--- config.mk ---
export PLATFORM = sky130hd
export DESIGN_NAME = eesr_ctrl
export DESIGN_NICKNAME = d
export VERILOG_FILES = /design/src/rtl/eesr_pkg.sv /design/src/rtl/eesr_sync.sv /design/src/rtl/eesr_frame.sv /design/src/rtl/eesr_wtimer.sv /design/src/rtl/eesr_ctrl.sv
export SDC_FILE = /design/constraint.sdc
export NUM_CORES = 1
export LEC_CHECK = 0
export CORE_MARGIN = 2
export CORE_UTILIZATION = 45
export DETAILED_ROUTE_END_ITERATION = 10
export DONT_BUFFER_PORTS = 1
export SYNTH_ARGS = -nofsm -noshare
export SYNTH_HDL_FRONTEND = slang
export SYNTH_SLANG_ARGS = --single-unit
--- constraint.sdc ---
create_clock -name clk -period 2.1 [get_ports clk]
set_input_delay 0.42 -clock clk [delete_from_list [all_inputs] [get_ports clk]]
set_output_delay 0.42 -clock clk [all_outputs]
set_load 0.03 [all_outputs]
--- src/rtl/eesr_pkg.sv ---
package eesr_pkg;
   typedef enum logic [7:0] {
      OP_WRSR = 8'h01,
      OP_WRDI = 8'h04,
      OP_RDSR = 8'h05,
      OP_WREN = 8'h06
   } eesr_op_e;

   // status byte: {0000, prot[1:0], wel, busy}
   function automatic logic [7:0] pack_status(input logic [1:0] prot,
                                              input logic wel,
                                              input logic busy);
      return {4'b0000, prot, wel, busy};
   endfunction
endpackage

--- src/rtl/eesr_sync.sv ---
module eesr_sync #(
   parameter int          W       = 4,
   parameter int          STAGES  = 2,
   parameter logic [W-1:0] RST_VAL = '0
) (
   input  logic         clk,
   input  logic         rst_n,
   input  logic [W-1:0] d,
   output logic [W-1:0] q
);
   generate
      if (STAGES == 0) begin : g_pass
         assign q = d;
      end else begin : g_chain
         logic [W-1:0] st [STAGES];
         always_ff @(posedge clk or negedge rst_n) begin
            if (!rst_n) begin
               for (int i = 0; i < STAGES; i++) st[i] <= RST_VAL;
            end else begin
               st[0] <= d;
               for (int i = 1; i < STAGES; i++) st[i] <= st[i-1];
            end
         end
         assign q = st[STAGES-1];
      end
   endgenerate
endmodule

--- src/rtl/eesr_frame.sv ---
module eesr_frame (
   input  logic       clk,
   input  logic       rst_n,
   input  logic       cs_n,
   input  logic       sck,
   input  logic       mosi,
   output logic       sess,
   output logic       sck_fall,
   output logic       end_evt,
   output logic [2:0] bitpos,
   output logic [1:0] nbytes,
   output logic [7:0] opcode,
   output logic [1:0] data_prot
);
   logic       prev_cs;   // resets to 0: a fall needs cs seen high first
   logic       prev_sck;
   logic [7:0] shreg;
   logic       cs_fall, cs_rise, sck_rise;
   logic [7:0] shifted;

   assign cs_fall  = prev_cs & ~cs_n;
   assign cs_rise  = ~prev_cs & cs_n;
   assign sck_rise = ~prev_sck & sck & sess & ~cs_n;
   assign sck_fall = prev_sck & ~sck & sess & ~cs_n;
   assign end_evt  = cs_rise & sess;
   assign shifted  = {shreg[6:0], mosi};

   always_ff @(posedge clk or negedge rst_n) begin
      if (!rst_n) begin
         prev_cs   <= 1'b0;
         prev_sck  <= 1'b0;
         sess      <= 1'b0;
         bitpos    <= '0;
         nbytes    <= '0;
         shreg     <= '0;
         opcode    <= '0;
         data_prot <= '0;
      end else begin
         prev_cs  <= cs_n;
         prev_sck <= sck;
         if (cs_fall) begin
            sess   <= 1'b1;
            bitpos <= '0;
            nbytes <= '0;
         end else if (cs_rise) begin
            sess <= 1'b0;
         end else if (sck_rise) begin
            shreg  <= shifted;
            bitpos <= bitpos + 3'd1;
            if (bitpos == 3'd7) begin
               if (nbytes != 2'd3) nbytes <= nbytes + 2'd1;
               if (nbytes == 2'd0) opcode    <= shifted;
               if (nbytes == 2'd1) data_prot <= shifted[3:2];
            end
         end
      end
   end
endmodule

--- src/rtl/eesr_wtimer.sv ---
module eesr_wtimer #(
   parameter int TW_CYCLES = 5000
) (
   input  logic clk,
   input  logic rst_n,
   input  logic start,
   output logic busy,
   output logic done
);
   localparam int CW = $clog2(TW_CYCLES + 1);
   logic [CW-1:0] cnt;

   assign done = busy && (cnt == CW'(TW_CYCLES - 1));

   always_ff @(posedge clk or negedge rst_n) begin
      if (!rst_n) begin
         busy <= 1'b0;
         cnt  <= '0;
      end else if (!busy) begin
         if (start) begin
            busy <= 1'b1;
            cnt  <= '0;
         end
      end else if (done) begin
         busy <= 1'b0;
      end else begin
         cnt <= cnt + CW'(1);
      end
   end
endmodule

--- src/rtl/eesr_ctrl.sv ---
module eesr_ctrl #(
   parameter int TW_CYCLES   = 5000,
   parameter int SYNC_STAGES = 2
) (
   input  logic       clk,
   input  logic       rst_n,
   input  logic       spi_cs_n,
   input  logic       spi_sck,
   input  logic       spi_mosi,
   input  logic       wp_n,
   output logic       spi_miso,
   output logic       spi_miso_oe,
   output logic [1:0] prot_area
);
   import eesr_pkg::*;

   generate
      if (TW_CYCLES < 1) begin : g_bad_tw
         $error("TW_CYCLES must be at least 1");
      end
      if (SYNC_STAGES < 0 || SYNC_STAGES > 4) begin : g_bad_sync
         $error("SYNC_STAGES must be 0..4");
      end
   endgenerate

   // synchronised pins {cs_n, sck, mosi, wp_n}
   logic [3:0] raw_in, syn_in;
   logic       s_cs_n, s_sck, s_mosi, s_wp_n;
   assign raw_in = {spi_cs_n, spi_sck, spi_mosi, wp_n};

   eesr_sync #(.W(4), .STAGES(SYNC_STAGES), .RST_VAL(4'b0001)) u_sync (
      .clk(clk), .rst_n(rst_n), .d(raw_in), .q(syn_in)
   );
   assign {s_cs_n, s_sck, s_mosi, s_wp_n} = syn_in;

   logic       sess, sck_fall, end_evt;
   logic [2:0] bitpos;
   logic [1:0] nbytes;
   logic [7:0] opcode;
   logic [1:0] data_prot;

   eesr_frame u_frame (
      .clk(clk), .rst_n(rst_n), .cs_n(s_cs_n), .sck(s_sck), .mosi(s_mosi),
      .sess(sess), .sck_fall(sck_fall), .end_evt(end_evt), .bitpos(bitpos),
      .nbytes(nbytes), .opcode(opcode), .data_prot(data_prot)
   );

   logic busy, done, accept;
   eesr_wtimer #(.TW_CYCLES(TW_CYCLES)) u_timer (
      .clk(clk), .rst_n(rst_n), .start(accept), .busy(busy), .done(done)
   );

   logic       wel;
   logic [1:0] prot, pend;
   logic       wp_hit;
   logic [7:0] status;
   logic       end_one, end_two, rd_on;

   assign status  = pack_status(prot, wel, busy);
   assign end_one = end_evt && (nbytes == 2'd1) && (bitpos == 3'd0);
   assign end_two = end_evt && (nbytes == 2'd2) && (bitpos == 3'd0);
   assign accept  = end_two && (opcode == OP_WRSR) && wel && !busy
                    && !wp_hit && s_wp_n;
   assign rd_on   = sess && (opcode == OP_RDSR) && (nbytes != 2'd0);
   assign prot_area = prot;

   // write-protect watch over the whole command
   always_ff @(posedge clk or negedge rst_n) begin
      if (!rst_n)                wp_hit <= 1'b0;
      else if (!sess)            wp_hit <= 1'b0;
      else if (!s_wp_n)          wp_hit <= 1'b1;
   end

   // write-enable flag and protect bits
   always_ff @(posedge clk or negedge rst_n) begin
      if (!rst_n) begin
         wel  <= 1'b0;
         prot <= '0;
         pend <= '0;
      end else begin
         if (done) begin
            prot <= pend;
            wel  <= 1'b0;
         end else if (end_one && !busy) begin
            if (opcode == OP_WREN) wel <= 1'b1;
            if (opcode == OP_WRDI) wel <= 1'b0;
         end
         if (accept) pend <= data_prot;
      end
   end

   // serial output, changes after falling sck
   always_ff @(posedge clk or negedge rst_n) begin
      if (!rst_n) begin
         spi_miso    <= 1'b0;
         spi_miso_oe <= 1'b0;
      end else if (!sess || end_evt) begin
         spi_miso    <= 1'b0;
         spi_miso_oe <= 1'b0;
      end else if (sck_fall && rd_on) begin
         spi_miso    <= status[3'd7 - bitpos];
         spi_miso_oe <= 1'b1;
      end
   end
endmodule

# [Word level (Yosys, flattened, before mapping)]
# Index checks and enable logic that the tools add are counted.
[op_classes] add_sub_neg=4 n_lt_le_gt_ge=1 n_eq_ne=12 mux=28 bitwise_logic=15 n_reduce_logical=36
[ops] operator="2-to-1 mux 13 bit" n=3
[ops] operator="equality test 8 x 3 -> 1 bit, second input constant" n=3
[ops] operator="2-to-1 mux 1 bit" n=16
[ops] operator="nonzero test 2 bit" n=8
[ops] operator="logical AND 1 bit" n=14
[ops] operator="adder 13 x 1 -> 13 bit, second input constant" n=1
[ops] operator="equality test 13 bit, second input constant" n=1
[ops] operator="2-to-1 mux 2 bit" n=5
[ops] operator="AND reduction 5 bit" n=2
[ops] operator="AND 1 bit" n=9
[ops] operator="2-to-1 mux 3 bit" n=3
[ops] operator="equality test 8 x 1 -> 1 bit, second input constant" n=1
[ops] operator="!= test 2 bit, second input constant" n=3
[ops] operator="inverter 1 bit" n=6
[ops] operator="AND reduction 2 bit" n=3
[ops] operator="< comparator 3 x 4 -> 1 bit, second input constant" n=1
[ops] operator="AND reduction 4 bit" n=1
[ops] operator="adder 3 x 1 -> 3 bit, second input constant" n=1
[ops] operator="binary-select mux 1 bit (select 3 bit)" n=1
[ops] operator="equality test 3 bit, second input constant" n=1
[ops] operator="logical NOT 1 bit" n=3
[ops] operator="logical NOT 3 bit" n=1
[ops] operator="AND reduction 3 bit" n=1
[ops] operator="nonzero test 3 bit" n=1
[ops] operator="other kinds (7)" n=7
[totals] ff_bits=55 input_bits=6 output_inout_bits=4 elab_cells=114

# [Depth between registers and ports, before layout]
# Gate-level depths: netlist of run 1.
[logic_depth] word_depth=12 depth_mapped=6 mapped_depth_nobuf=6

# [By module]
# A second synthesis of run 1 with hierarchy kept.
[hier_totals] hier_cells=216 hier_area_um2=2643.8
[modules_own_cells] module="eesr_frame" n_inst=1 cells_each=85 area_each_um2=1158.6 seq_area_each_um2=625.6
[modules_own_cells] module="eesr_wtimer" n_inst=1 cells_each=82 area_each_um2=792.0 seq_area_each_um2=350.3
[modules_own_cells] module="eesr_ctrl" n_inst=1 cells_each=37 area_each_um2=460.4 seq_area_each_um2=200.2
[modules_own_cells] module="eesr_sync" n_inst=1 cells_each=12 area_each_um2=232.7 seq_area_each_um2=202.7

# [Worst setup path before layout of run 1]
# OpenSTA, ideal clock, no wires.
[synth_path] kind="reg2reg" startpoint="register u_frame.nbytes[0]" endpoint="register pend[0]" setup_time_ps=125 arrival_time_ps=1689 required_time_ps=1975 path_slack_ps=286 path_stages_with_launch=7 path_buffers=0 period_less_slack_ps=1814 path_cell_list="dfrtp_1 -> inv_1 -> ha_1 -> nor4bb_1 -> nand4b_1 -> nor2_2 -> mux2_2"
[synth_via] elab_chain_len=8
[synth_lines] element="from (decl)" line="eesr_frame.sv:11" text="output logic [1:0] nbytes,"
[synth_lines] element="from (signal assigned)" line="eesr_frame.sv:51" text="if (nbytes != 2'd3) nbytes <= nbytes + 2'd1;"
[synth_lines] element="equality test 2 bit" line="eesr_ctrl.sv:61" text="assign end_two = end_evt && (nbytes == 2'd2) && (bitpos == 3'd0);"
[synth_lines] element="logical AND 1 bit (2 in series)" line="eesr_ctrl.sv:61"
[synth_lines] element="logical AND 1 bit (3 in series)" line="eesr_ctrl.sv:62" text="assign accept = end_two && (opcode == OP_WRSR) && wel && !busy"
[synth_lines] element="logical AND 1 bit (2 in series)" line="eesr_ctrl.sv:63" text="&& !wp_hit && s_wp_n;"
[synth_lines] element="to (signal assigned)" line="eesr_ctrl.sv:88" text="if (accept) pend <= data_prot;"
[synth_lines] element="to (decl)" line="eesr_ctrl.sv:54" text="logic [1:0] prot, pend;"
# No other way between the ends.
# A chain may end at the register's enable or synchronous reset.

# [Final worst setup path of run 1]
[layout_path] startpoint="register u_timer.cnt[0]" endpoint="register u_timer.cnt[3]"
[layout_via] elab_chain_len=4 word_cells_on_any_way=7 classes_between="add/sub: 1; eq/ne: 2; mux: 2; reduce/logical: 2"
[layout_lines] element="from (decl)" line="eesr_wtimer.sv:11" text="logic [CW-1:0] cnt;"
[layout_lines] element="from (signal assigned)" line="eesr_wtimer.sv:27" text="cnt <= cnt + CW'(1);"
[layout_lines] element="parallel branches: the longest is 4 deep, another holds adder 13 x 1 -> 13 bit"
# Parallel ways; which one is timed is not known. The select of a mux whose other input is x is not followed.

==> key figures, run 1 <==
Final layout
  – Layout area overhead: 11.9%
  – Footprint of the multi-input gates: 1030 µm²
  – Layout cells sized above 1: 24.9%
  – Fill cell count: 448
  – Total Nets Final: 228
  – Register area: 1380 µm²
  – Diodes inserted: 0

Power and ir drop
  – Leakage: 1.24 nW
  – VDD IR max: 461 µV
  – Comb pwr share: 8.0%
  – Clock power share: 35.7%
  – Reg power frac: 56.3%
  – Sw Share: 23.6%
  – Switching pwr: 488 µW
  – P_int: 1.58 mW
  – Power density over the cells: 748 nW/µm²

Global routing
  – Layer with the highest usage: met2
  – Grt met1 use: 22.9%
  – Initial antenna violation count: 0
  – First-pass GRT wire length: 7.80 mm
  – Pin count of the biggest net entering global routing: 56
  – GRT Residual Overflow: 0
  – Grt met3 use: 3.79%
  – Total GRT Usage: 16.4%
  – Met2 Usage GRT: 25.7%
  – Number of global-route vias before repair: 1570

Timing
  – Setup Total Neg Slack: 0 ns
  – Worst-Margin Slew: 0.461 ns
  – Min cycle time layout: 2.00 ns
  – Final period util: 95.3%
  – RSZ-0062 raised after global routing: false
  – Tightest slew margin relative to the limit: 69.0%
  – Max Slew Vio Count: 0
  – Final Hold Fails: 0
  – Highest clock rate: 0.500 GHz
  – Worst setup margin: 0.0992 ns
  – Final Skew: 0.0112 ns
  – Final setup viols: 0

Yosys
  – Largest cells by area after synthesis: dfrtp_1, mux2_2, ha_1, inv_1, dfstp_2
  – Yosys top cell by area: dfrtp_1
  – Mapped Avg Cell Area: 12.5 µm²
  – Post-synth top area share: 53.8%
  – Post-Syn Area: 2470 µm²
  – Register bit total from synthesis: 55
  – Syn_nets: 214
  – Synth async-reset ratio: 100%
  – Post-synth EDFFs: 0
  – Mapped Cells: 198
  – Unique masters post-synth: 44
  – Top_reg_cell synth: dfrtp_1
  – Ys Warns: 0
  – Sequential area share after synthesis: 55.9%

Worst setup path
  – Crit-path max cell delay: 0.55 ns
  – Slowest CP cell: or4bb_1
  – Nature of the critical path startpoint: register
  – Crit path DAT: 2.19 ns
  – Buf/Inv on CP: 2
  – Most frequent CP cell: buf_4
  – Worst setup path class: reg -> reg
  – Critical Path RT: 2.29 ns
  – Crit-path cells: ha_2, or4bb_1, o41ai_4, buf_4, buf_4, o32ai_1
  – Critical Path Start: u_timer.cnt[0]
  – Critical Path End Type: register
  – CP max FO: 5
  – Family with the most delay on the worst path: simple AND/OR/NAND/NOR gates
  – R2r startpoint: u_timer.cnt[0]

Clocking
  – CTS clk-pin slew, worst paths: 0.10 ns
  – TritonCTS Sinks: 55
  – CTS tree: done
  – Latest clock arrival within the worst-skew pair: 0.31 ns
  – Clk buf depth: 2
  – Root Buffer: clkbuf_8
  – CTS Buf Count: 5
  – Htree depth: 2

Run
  – Max-cap violation count: 0

Placement
  – Pre-CTS WS: 0.0575 ns
  – Port Buffers: 0
  – Gp weighted congestion: 0.816
  – Final HPWL DP: 3.27 mm

Status
  – Status: completed

Worst hold path
  – Hold_sp: wp_n
  – Worst Hold Class: in -> reg

Drt
  – Wirelength per Cell: 16.0 µm
  – Via count: 1564
  – Vias/cell: 5.53
  – Post-route ant nets: 0
  – Final wirelength: 4.53 mm
  – DR iter-0 viols: 142
  – DRT Pass-1 Iters: 4
  – DRC Markers: 0

Die
  – Die Height: 78.0 µm
  – Row count: 26
  – Chip Width: 78.0 µm
  – Starting Density: 47.4%
  – Full die area: 6090 µm²
  – Core area: 5200 µm²
  – I/O pin cnt: 10
-- cell type report --
class	count	share of cell area, %
Tap cell	70	3.17
Sequential cell	55	49.9
Clock buffer	6	2.99
Multi-Input combinational cell	126	37.5
Inverter	17	2.31
Clock inverter	2	1.40
Timing Repair Buffer	7	2.72
-- synth_stat cells (3+ instances only) --
cell type  count
nand2b_1       3
nand2_1        9
or3_1          5
mux2_2        24
o21ai_0        8
nor3_1         3
nand3_1        7
inv_1         17
o22ai_1        3
dfrtp_1       53
a21oi_1        5
nand4_1        3
ha_1          10
nor2_1         7
xnor2_1        5
-- worst paths after layout --
| path | to | slack, ns | depth (start not counted) |
|---|---|---|---|
| max | u_timer.cnt[3] | 0.1 | 6 |
| max reg2reg | u_timer.cnt[3] | 0.1 | 6 |
| max in group asynchronous | u_sync.g_chain.st[4] | 1.18 | 2 |
| min | u_sync.g_chain.st[4] | 0.1 | 0 |
| min in group asynchronous | u_frame.nbytes[1] | 0.61 | 2 |
| min reg2reg | u_sync.q[3] | 0.36 | 0 |
-- through the flow --
step | utilization (%) | area [µm²] | hold slack, ns | std cells | total power [mW]
2_1_floorplan | - | 2470 | 0.124 | 198 | 1.27
4_1_cts | 52.3 | 2720 | 0.0851 | 279 | 2.09
5_1_grt | 53.1 | 2760 | 0.0726 | 283 | 2.17
6_report | 53.1 | 2760 | 0.0972 | 283 | 2.07
3_3_place_gp | 49.2 | 2560 | 0.126 | 269 | 1.31
3_5_place_dp | 49.2 | 2560 | 0.126 | 269 | 1.32
-- power by group through the flow --
stage / clock network, mW / registers [mW] / logic, mW
after floorplan: 0 / 1.17 / 0.108
after global placement: 0 / 1.18 / 0.127
after detailed placement: 0 / 1.19 / 0.138
after CTS: 0.763 / 1.16 / 0.168
after global routing: 0.804 / 1.17 / 0.188
final: 0.738 / 1.16 / 0.165
-- cell usage in the layout, fill, tap and decap left out, types with 5 or more instances in the layout --
cell type / n
dfrtp_1: 53
mux2_2: 24
inv_1: 17
nand2_1: 9
ha_1: 9
o21ai_0: 8
nand3_1: 7
nor2_1: 7
clkbuf_8: 6
or3_1: 5
a21oi_1: 5
xnor2_1: 5
buf_4: 5
-- cells by family (layout without fill, tap and decap cells) --
| group | after synthesis | in the layout | share of synthesized area, % |
|---|---|---|---|
| AND/OR/NAND/NOR | 56 | 56 | 13.8 |
| flip-flops | 55 | 55 | 55.9 |
| AO/OA/AOI/OAI | 29 | 29 | 8.57 |
| multiplexers | 26 | 26 | 12.3 |
| buffers and inverters | 17 | 32 | 2.59 |
| adder cells (fa/ha/maj) | 10 | 10 | 5.07 |
| XOR/XNOR | 5 | 5 | 1.77 |
-- state kept, by name, indices dropped and copies added (netlist names) --
name               count
u_timer.cnt           13
u_frame.opcode         8
u_frame.shreg          7
u_sync.g_chain.st      4
u_sync.q               4
u_frame.bitpos         3
pend                   2
prot_area              2
u_frame.data_prot      2
u_frame.nbytes         2
spi_miso               1
spi_miso_oe            1
u_frame.prev_cs        1
u_frame.prev_sck       1
u_frame.sess           1
u_timer.busy           1
wel                    1
wp_hit                 1
-- repair_timing --
| action | CTS | global route |
|---|---|---|
| hold buffers | 2 | 0 |
| resized for setup | 0 | 2 |
| setup endpoints to repair | 0 | 6 |
| hold endpoints to repair | 55 | 0 |
| setup buffers | 0 | 4 |
-- layer usage --
metal  wire length (µm)  vias to the layer above  share of wire [%]
met5                  0                        -                  0
met4                 55                        0                1.2
li1                   -                      741                  -
met2               2150                       28                 48
met1               2130                      790                 47
met3                188                        5                4.2
(Power assumes the default switching activity.)
==> inputs of run 2 (changes only) <==
==> constraint.sdc (replaced) <==
create_clock -name clk -period 2.5 [get_ports clk]
set_input_delay 0.5 -clock clk [delete_from_list [all_inputs] [get_ports clk]]
set_output_delay 0.5 -clock clk [all_outputs]
set_load 0.03 [all_outputs]
==> key figures, run 2 (synthesis results as in run 1) <==
Clocking
  – CTS tree: done
  – Latest clock arrival within the worst-skew pair: 0.30 ns (about the same)
  – CTS Buf Count: 5 (unchanged)
  – CTS clk-pin slew, worst paths: 0.09 ns (about the same)
  – TritonCTS Sinks: 55 (unchanged)
  – Root Buffer: clkbuf_8
  – Htree depth: 2 (unchanged)
  – PostCTS Resize Cnt: 0 (unchanged)
  – Clk buf depth: 2 (unchanged)

Final layout
  – Total Nets Final: 223 (-2.2%)
  – Commonest non-fill, non-tap cell in the layout: dfrtp_1
  – Largest register FFs: 13 (unchanged)
  – Post-Layout Cell Count: 278 (-1.8%)
  – Largest reg by FF count: u_timer.cnt
  – Top Registers: u_timer.cnt: 13 flops, u_frame.opcode: 8 flops, u_frame.shreg: 7 flops
  – Layout area overhead: 9.74%
  – Diodes inserted: 0 (unchanged)
  – Fill cell count: 456 (+1.8%)
  – Layout cells sized above 1: 22.6% (-2.3 points)
  – Layout Utilization: 52.0% (-1.0 points)
  – Commonest cells after routing, fill and taps aside: dfrtp_1, mux2_2, inv_1, ha_1, nand2_1
  – Footprint of the multi-input gates: 1020 µm² (-0.97%)
  – Register area: 1380 µm² (unchanged)

Die
  – Full die area: 6090 µm² (unchanged)
  – Chip Width: 78.0 µm (unchanged)
  – Row count: 26 (unchanged)
  – Starting Density: 47.4% (unchanged)
  – I/O pin cnt: 10 (unchanged)
  – Core area: 5200 µm² (unchanged)
  – Die Height: 78.0 µm (unchanged)

Power and ir drop
  – Sw Share: 23.6% (-0.026 points)
  – Reg power frac: 57.4% (+1.1 points)
  – Pwr Total: 1.70 mW (-18%)
  – VDD IR max: 424 µV (-8.1%)
  – P_int: 1.30 mW (-18%)
  – Leakage: 1.21 nW (-2.2%)
  – Comb pwr share: 7.9% (about the same)
  – Power density over the cells: 627 nW/µm² (-16%)
  – Switching pwr: 400 µW (-18%)
  – Clock power share: 34.7% (-1.0 points)

Drt
  – Final wirelength: 4.31 mm (-4.8%)
  – DRT Pass-1 Iters: 4 (unchanged)
  – Vias/cell: 5.53 (about the same)
  – DRC Markers: 0 (unchanged)
  – DR iter-0 viols: 117 (-18%)
  – Wirelength per Cell: 15.5 µm (-3.1%)
  – Post-route ant nets: 0 (unchanged)
  – Via count: 1537 (-1.7%)

Worst setup path
  – Crit-path max cell delay: 0.55 ns (about the same)
  – CP max FO: 6 (+1)
  – Worst setup path class: reg -> reg
  – Family with the most delay on the worst path: compound AO/OA/AOI/OAI gates
  – Nature of the critical path startpoint: register
  – Critical Path RT: 2.72 ns (+0.43 ns)
  – Slowest CP cell: or4bb_1
  – Crit-path cells: ha_1, or4bb_1, o41ai_4, o21ai_2, mux2i_1
  – Buf/Inv on CP: 0 (-2)
  – Critical Path End Type: register
  – Crit path DAT: 2.30 ns (+0.11 ns)

Timing
  – Tightest slew margin relative to the limit: 69.0% (about the same)
  – Final Hold Fails: 0 (unchanged)
  – Hold Slack: 0.0362 ns (-0.0610 ns)
  – Highest clock rate: 0.482 GHz (-3.6%)
  – Setup Total Neg Slack: 0 ns (unchanged)
  – Worst-Margin Slew: 0.464 ns (+0.00319 ns)
  – Final period util: 83.1% (-12 points)
  – Min cycle time layout: 2.08 ns (+0.0755 ns)
  – RSZ-0062 raised after global routing: false
  – Final setup viols: 0 (unchanged)
  – Max Slew Vio Count: 0 (unchanged)
  – Final Skew: 0.00325 ns (-0.00797 ns)

Placement
  – Final HPWL DP: 3.09 mm (-5.5%)
  – Total instance count after detailed placement: 268 (-0.37%)
  – Gp weighted congestion: 0.846 (+3.6%)
  – Port Buffers: 0 (unchanged)

Global routing
  – Number of global-route vias before repair: 1601 (+2.0%)
  – Initial antenna violation count: 0 (unchanged)
  – First-pass GRT wire length: 7.62 mm (-2.3%)
  – Total GRT Usage: 15.8% (-0.53 points)
  – GRT Residual Overflow: 0 (unchanged)
  – Pin count of the biggest net entering global routing: 54 (-3.6%)

Worst hold path
  – Worst Hold Class: in -> async

Run
  – Max-cap violation count: 0 (unchanged)

Status
  – Status: completed
run 2: changes by cell type in the layout (fill, tap and decap cells not counted), sizes merged:
cell | previous run | this run
clkinvlp | 0 | 1
buf | 6 | 1
clkbuf | 6 | 5
run 2: final cells by class:
| class | count | share of cell area (%) |
|---|---|---|
| sequential | 55 | 50.9 |
| inverter | 17 | 2.36 |
| multi-input combinational | 126 | 37.8 |
| tap | 70 | 3.23 |
| clock buffer | 5 | 2.54 |
| timing repair buffer | 2 | 1.39 |
| clock inverter | 3 | 1.71 |
run 2: worst reg2reg max path, delay by kind of cell (launching register included):
family / cells / cell delay [ns]
flip-flops: 1 / 0.41
multiplexers: 1 / 0.19
adder cells (fa/ha/maj): 1 / 0.24
AO/OA/AOI/OAI: 2 / 0.60
AND/OR/NAND/NOR: 1 / 0.55
run 2: metrics by stage:
| stage | instance area (µm²) | setup slack (ns) |
|---|---|---|
| after detailed placement | 2550 | 0.447 |
| after CTS | 2700 | 0.413 |
| after global routing | 2710 | 0.264 |
| final | 2710 | 0.424 |
| after global placement | 2550 | 0.529 |
| after floorplan | 2470 | 0.686 |
run 2: timing repair:
item	CTS	global route
hold buffers	1	1
hold endpoints to repair	53	2
setup endpoints to repair	0	0
buffers inserted	0	0
run 2: power groups by stage:
| stage | Sequential, mW | Clock (mW) | Combinational, mW |
|---|---|---|---|
| finish | 0.974 | 0.590 | 0.135 |
| global route | 0.984 | 0.652 | 0.156 |
| CTS | 0.975 | 0.609 | 0.134 |
| detailed placement | 0.993 | 0 | 0.111 |
| global placement | 0.991 | 0 | 0.106 |
| floorplan | 0.979 | 0 | 0.0911 |
run 2: path summary, 6_finish.rpt:
check / startpoint / endpoint / slack (ns) / depth (start not counted)
max: u_timer.cnt[0] / u_timer.cnt[0] / 0.42 / 5
min: rst_n / u_frame.nbytes[1] / 0.04 / 1
max reg2reg: u_timer.cnt[0] / u_timer.cnt[0] / 0.42 / 5
min reg2reg: u_sync.g_chain.st[6] / u_sync.q[2] / 0.36 / 0
max in group asynchronous: rst_n / u_sync.q[0] / 1.83 / 1
min in group clk: wp_n / u_sync.g_chain.st[4] / 0.18 / 0
run 2: per-layer routing:
metal	wire length, µm	vias to the layer above	track usage [%]
met2	1990	32	24.6
met5	0	-	0
met4	33	0	4.39
met1	2080	770	21.8
li1	-	728	-
met3	206	7	4.60
==> inputs of run 3 (changes only) <==
--- a/config.mk
+++ b/config.mk
@@ -5,6 +5,7 @@
 export SDC_FILE = /design/constraint.sdc
 export NUM_CORES = 1
 export LEC_CHECK = 0
+export ABC_AREA = 1
 export CORE_MARGIN = 2
 export CORE_UTILIZATION = 45
 export DETAILED_ROUTE_END_ITERATION = 10
==> constraint.sdc (replaced) <==
create_clock -name clk -period 2.1 [get_ports clk]
set_input_delay 0.42 -clock clk [delete_from_list [all_inputs] [get_ports clk]]
set_output_delay 0.42 -clock clk [all_outputs]
set_load 0.03 [all_outputs]
==> key figures, run 3 <==
Die
  – I/O pin cnt: 10 (unchanged)
  – Row count: 28 (+7.7%)
  – Full die area: 6700 µm² (+9.9%)
  – Core area: 5890 µm² (+13%)
  – Die Height: 81.8 µm (+4.9%)
  – Chip Width: 81.8 µm (+4.9%)
  – Starting Density: 46.3% (-1.1 points)

Yosys
  – Post-synth top area share: 48.6% (-5.1 points)
  – Largest cells by area after synthesis: dfrtp_1, nand2_1, inv_1, nand3_1, ha_1
  – Yosys top cell by area: dfrtp_1
  – Sequential area share after synthesis: 50.6% (-5.3 points)
  – Syn_nets: 335 (+57%)
  – Cell with the most instances after synthesis: nand2_1
  – Commonest cells in the netlist: nand2_1, dfrtp_1, inv_1, nor2_1, nand3_1
  – Synth async-reset ratio: 100% (unchanged)
  – Post-synth EDFFs: 0 (unchanged)
  – Register bit total from synthesis: 55 (unchanged)
  – Unique masters post-synth: 29 (-34%)
  – Ys Warns: 0 (unchanged)
  – Post-Syn Area: 2730 µm² (+10%)
  – Mapped Cells: 319 (+61%)
  – Top_reg_cell synth: dfrtp_1
  – Mapped Avg Cell Area: 8.55 µm² (-31%)

Drt
  – Wirelength per Cell: 12.8 µm (-17%)
  – DR iter-0 viols: 138 (+18%)
  – DRT Pass-1 Iters: 4 (unchanged)
  – Vias/cell: 5.03 (-9.0%)
  – Final wirelength: 5.17 mm (+20%)
  – DRC Markers: 0 (unchanged)
  – Post-route ant nets: 0 (unchanged)
  – Via count: 2028 (+32%)

Worst setup path
  – Worst setup path class: reg -> reg
  – R2r worst-path depth: 8 (+3)
  – Critical Path RT: 2.32 ns (-0.40 ns)
  – Critical Path Start: u_frame.bitpos[0]
  – Nature of the critical path startpoint: register
  – Critical Path End Type: register
  – Reg2reg end: u_timer.cnt[12]
  – Crit path DAT: 1.96 ns (-0.34 ns)
  – Capture point of the worst path: u_timer.cnt[12]
  – CP max FO: 11 (+5)
  – Worst reg2reg setup slack: 0.36 ns (-0.06 ns)
  – R2r startpoint: u_frame.bitpos[0]

Timing
  – Min cycle time layout: 1.74 ns (-0.336 ns)
  – RSZ-0062 raised after global routing: false
  – Setup Total Neg Slack: 0 ns (unchanged)
  – Final Skew: 0.0110 ns (+0.00777 ns)
  – Worst-Margin Slew: 0.338 ns (-0.126 ns)
  – Final period util: 82.9% (-0.20 points)
  – Max Slew Vio Count: 0 (unchanged)
  – Hold Slack: 0.0874 ns (+0.0512 ns)
  – Final Hold Fails: 0 (unchanged)
  – Final setup viols: 0 (unchanged)
  – Tightest slew margin relative to the limit: 77.5% (+8.5 points)
  – Highest clock rate: 0.575 GHz (+19%)
  – Worst setup margin: 0.360 ns (-0.0637 ns)

Placement
  – Final HPWL DP: 3.62 mm (+17%)
  – Port Buffers: 0 (unchanged)
  – Pre-CTS WS: 0.369 ns (-0.0783 ns)
  – Dpl cell area: 2800 µm² (+9.6%)
  – Gp weighted congestion: 0.843 (-0.31%)

Final layout
  – Top Registers: u_timer.cnt: 13 flops, u_frame.opcode: 8 flops, u_frame.shreg: 7 flops
  – Commonest cells after routing, fill and taps aside: nand2_1, dfrtp_1, inv_1, nor2_1, nand3_1
  – Largest register FFs: 13 (unchanged)
  – Final Cell Area: 2940 µm² (+8.6%)
  – Layout area overhead: 7.85%
  – Largest reg by FF count: u_timer.cnt
  – Layout cells sized above 1: 13.1% (-9.5 points)
  – Diodes inserted: 0 (unchanged)
  – Total Nets Final: 343 (+54%)
  – Commonest non-fill, non-tap cell in the layout: nand2_1

Clocking
  – Latest clock arrival within the worst-skew pair: 0.32 ns (+0.02 ns)
  – PostCTS Resize Cnt: 0 (unchanged)
  – Htree depth: 2 (unchanged)
  – Clk buf depth: 2 (unchanged)
  – CTS Buf Count: 5 (unchanged)
  – CTS tree: done
  – CTS clk-pin slew, worst paths: 0.11 ns (+0.02 ns)
  – TritonCTS Sinks: 55 (unchanged)
  – Root Buffer: clkbuf_8
  – Hold_buf cts: 2 (+1)
  – Post-CTS Setup Inserts: 0 (unchanged)

Power and ir drop
  – Leakage: 1.33 nW (+10%)
  – VDD IR max: 319 µV (-25%)
  – Power density over the cells: 693 nW/µm² (+10%)

Global routing
  – Number of global-route vias before repair: 1839 (+15%)
  – First-pass GRT wire length: 8.96 mm (+17%)
  – Pin count of the biggest net entering global routing: 56 (+3.7%)
  – GRT Residual Overflow: 0 (unchanged)
  – Total GRT Usage: 17.6% (+1.7 points)
  – Initial antenna violation count: 0 (unchanged)

Run
  – Max-cap violation count: 0 (unchanged)

Status
  – Status: completed

Worst hold path
  – Worst Hold Class: in -> reg
  – Hold path cells: 0
-- run 3: cell count changes in the layout (fill, tap and decap cells not counted), sizes merged, moves of 4 or more --
cell and delta:
o21ai +17, inv +21, or3 -5, nor2 +25, nand3 +31, nand2 +80
mux2 -24, xnor2 -5, buf +4, nand4 +4
-- run 3: through the flow --
stage | total power, mW | utilization, % | cells
5_1_grt | 2.16 | 50.0 | 403
3_5_place_dp | 1.38 | 47.6 | 393
3_3_place_gp | 1.38 | 47.6 | 393
4_1_cts | 2.06 | 50.0 | 403
2_1_floorplan | 1.33 | - | 319
6_report | 2.04 | 50.0 | 403
-- run 3: critical path, stage by stage, from the launching register on --
cell and delay (ns):
dfrtp_1 0.44, inv_1 0.11, ha_1 0.15, nand4_1 0.13
nor3_2 0.22, nand2_2 0.22, buf_4 0.23, nand3_1 0.08
nand2_1 0.05
-- run 3: logic make-up after synthesis --
kind of cell	Yosys count	synth area share, %
AND/OR/NAND/NOR	175	30.6
AO/OA/AOI/OAI	35	6.98
adder cells (fa/ha/maj)	10	4.59
flip-flops	55	50.6
buffers and inverters	44	7.25
-- run 3: cell type report --
type / count / area (µm²)
fill: 566 / 2950
tap: 75 / 93.8
multi-input combinational: 220 / 1150
sequential: 55 / 1380
clock inverter: 3 / 33.8
inverter: 39 / 148
clock buffer: 5 / 68.8
timing repair buffer: 6 / 67.6
-- run 3: where the power goes --
| part | total [mW] | internal, mW | switching (mW) |
|---|---|---|---|
| clock network | 0.644 | 0.252 | 0.392 |
| logic | 0.221 | 0.0830 | 0.138 |
| registers | 1.17 | 1.12 | 0.0508 |
| total | 2.04 | 1.46 | 0.581 |
-- run 3: how the worst min path moves through the flow --
| stage | from | slack [ns] | to |
|---|---|---|---|
| finish | wp_n | 0.09 | u_sync.g_chain.st[4] |
| global route | wp_n | 0.06 | u_sync.g_chain.st[4] |
| CTS | wp_n | 0.07 | u_sync.g_chain.st[4] |
| detailed placement | rst_n | 0.13 | spi_miso_oe |
| global placement | rst_n | 0.13 | spi_miso_oe |
| floorplan | rst_n | 0.12 | pend[0] |
-- run 3: layer usage --
| metal | routed length (µm) | up-vias | GRT usage (%) |
|---|---|---|---|
| met5 | 0 | - | 0 |
| met3 | 177 | 2 | 3.63 |
| met1 | 2730 | 947 | 27.4 |
| li1 | - | 1041 | - |
| met4 | 27 | 0 | 4.50 |
| met2 | 2230 | 38 | 24.7 |
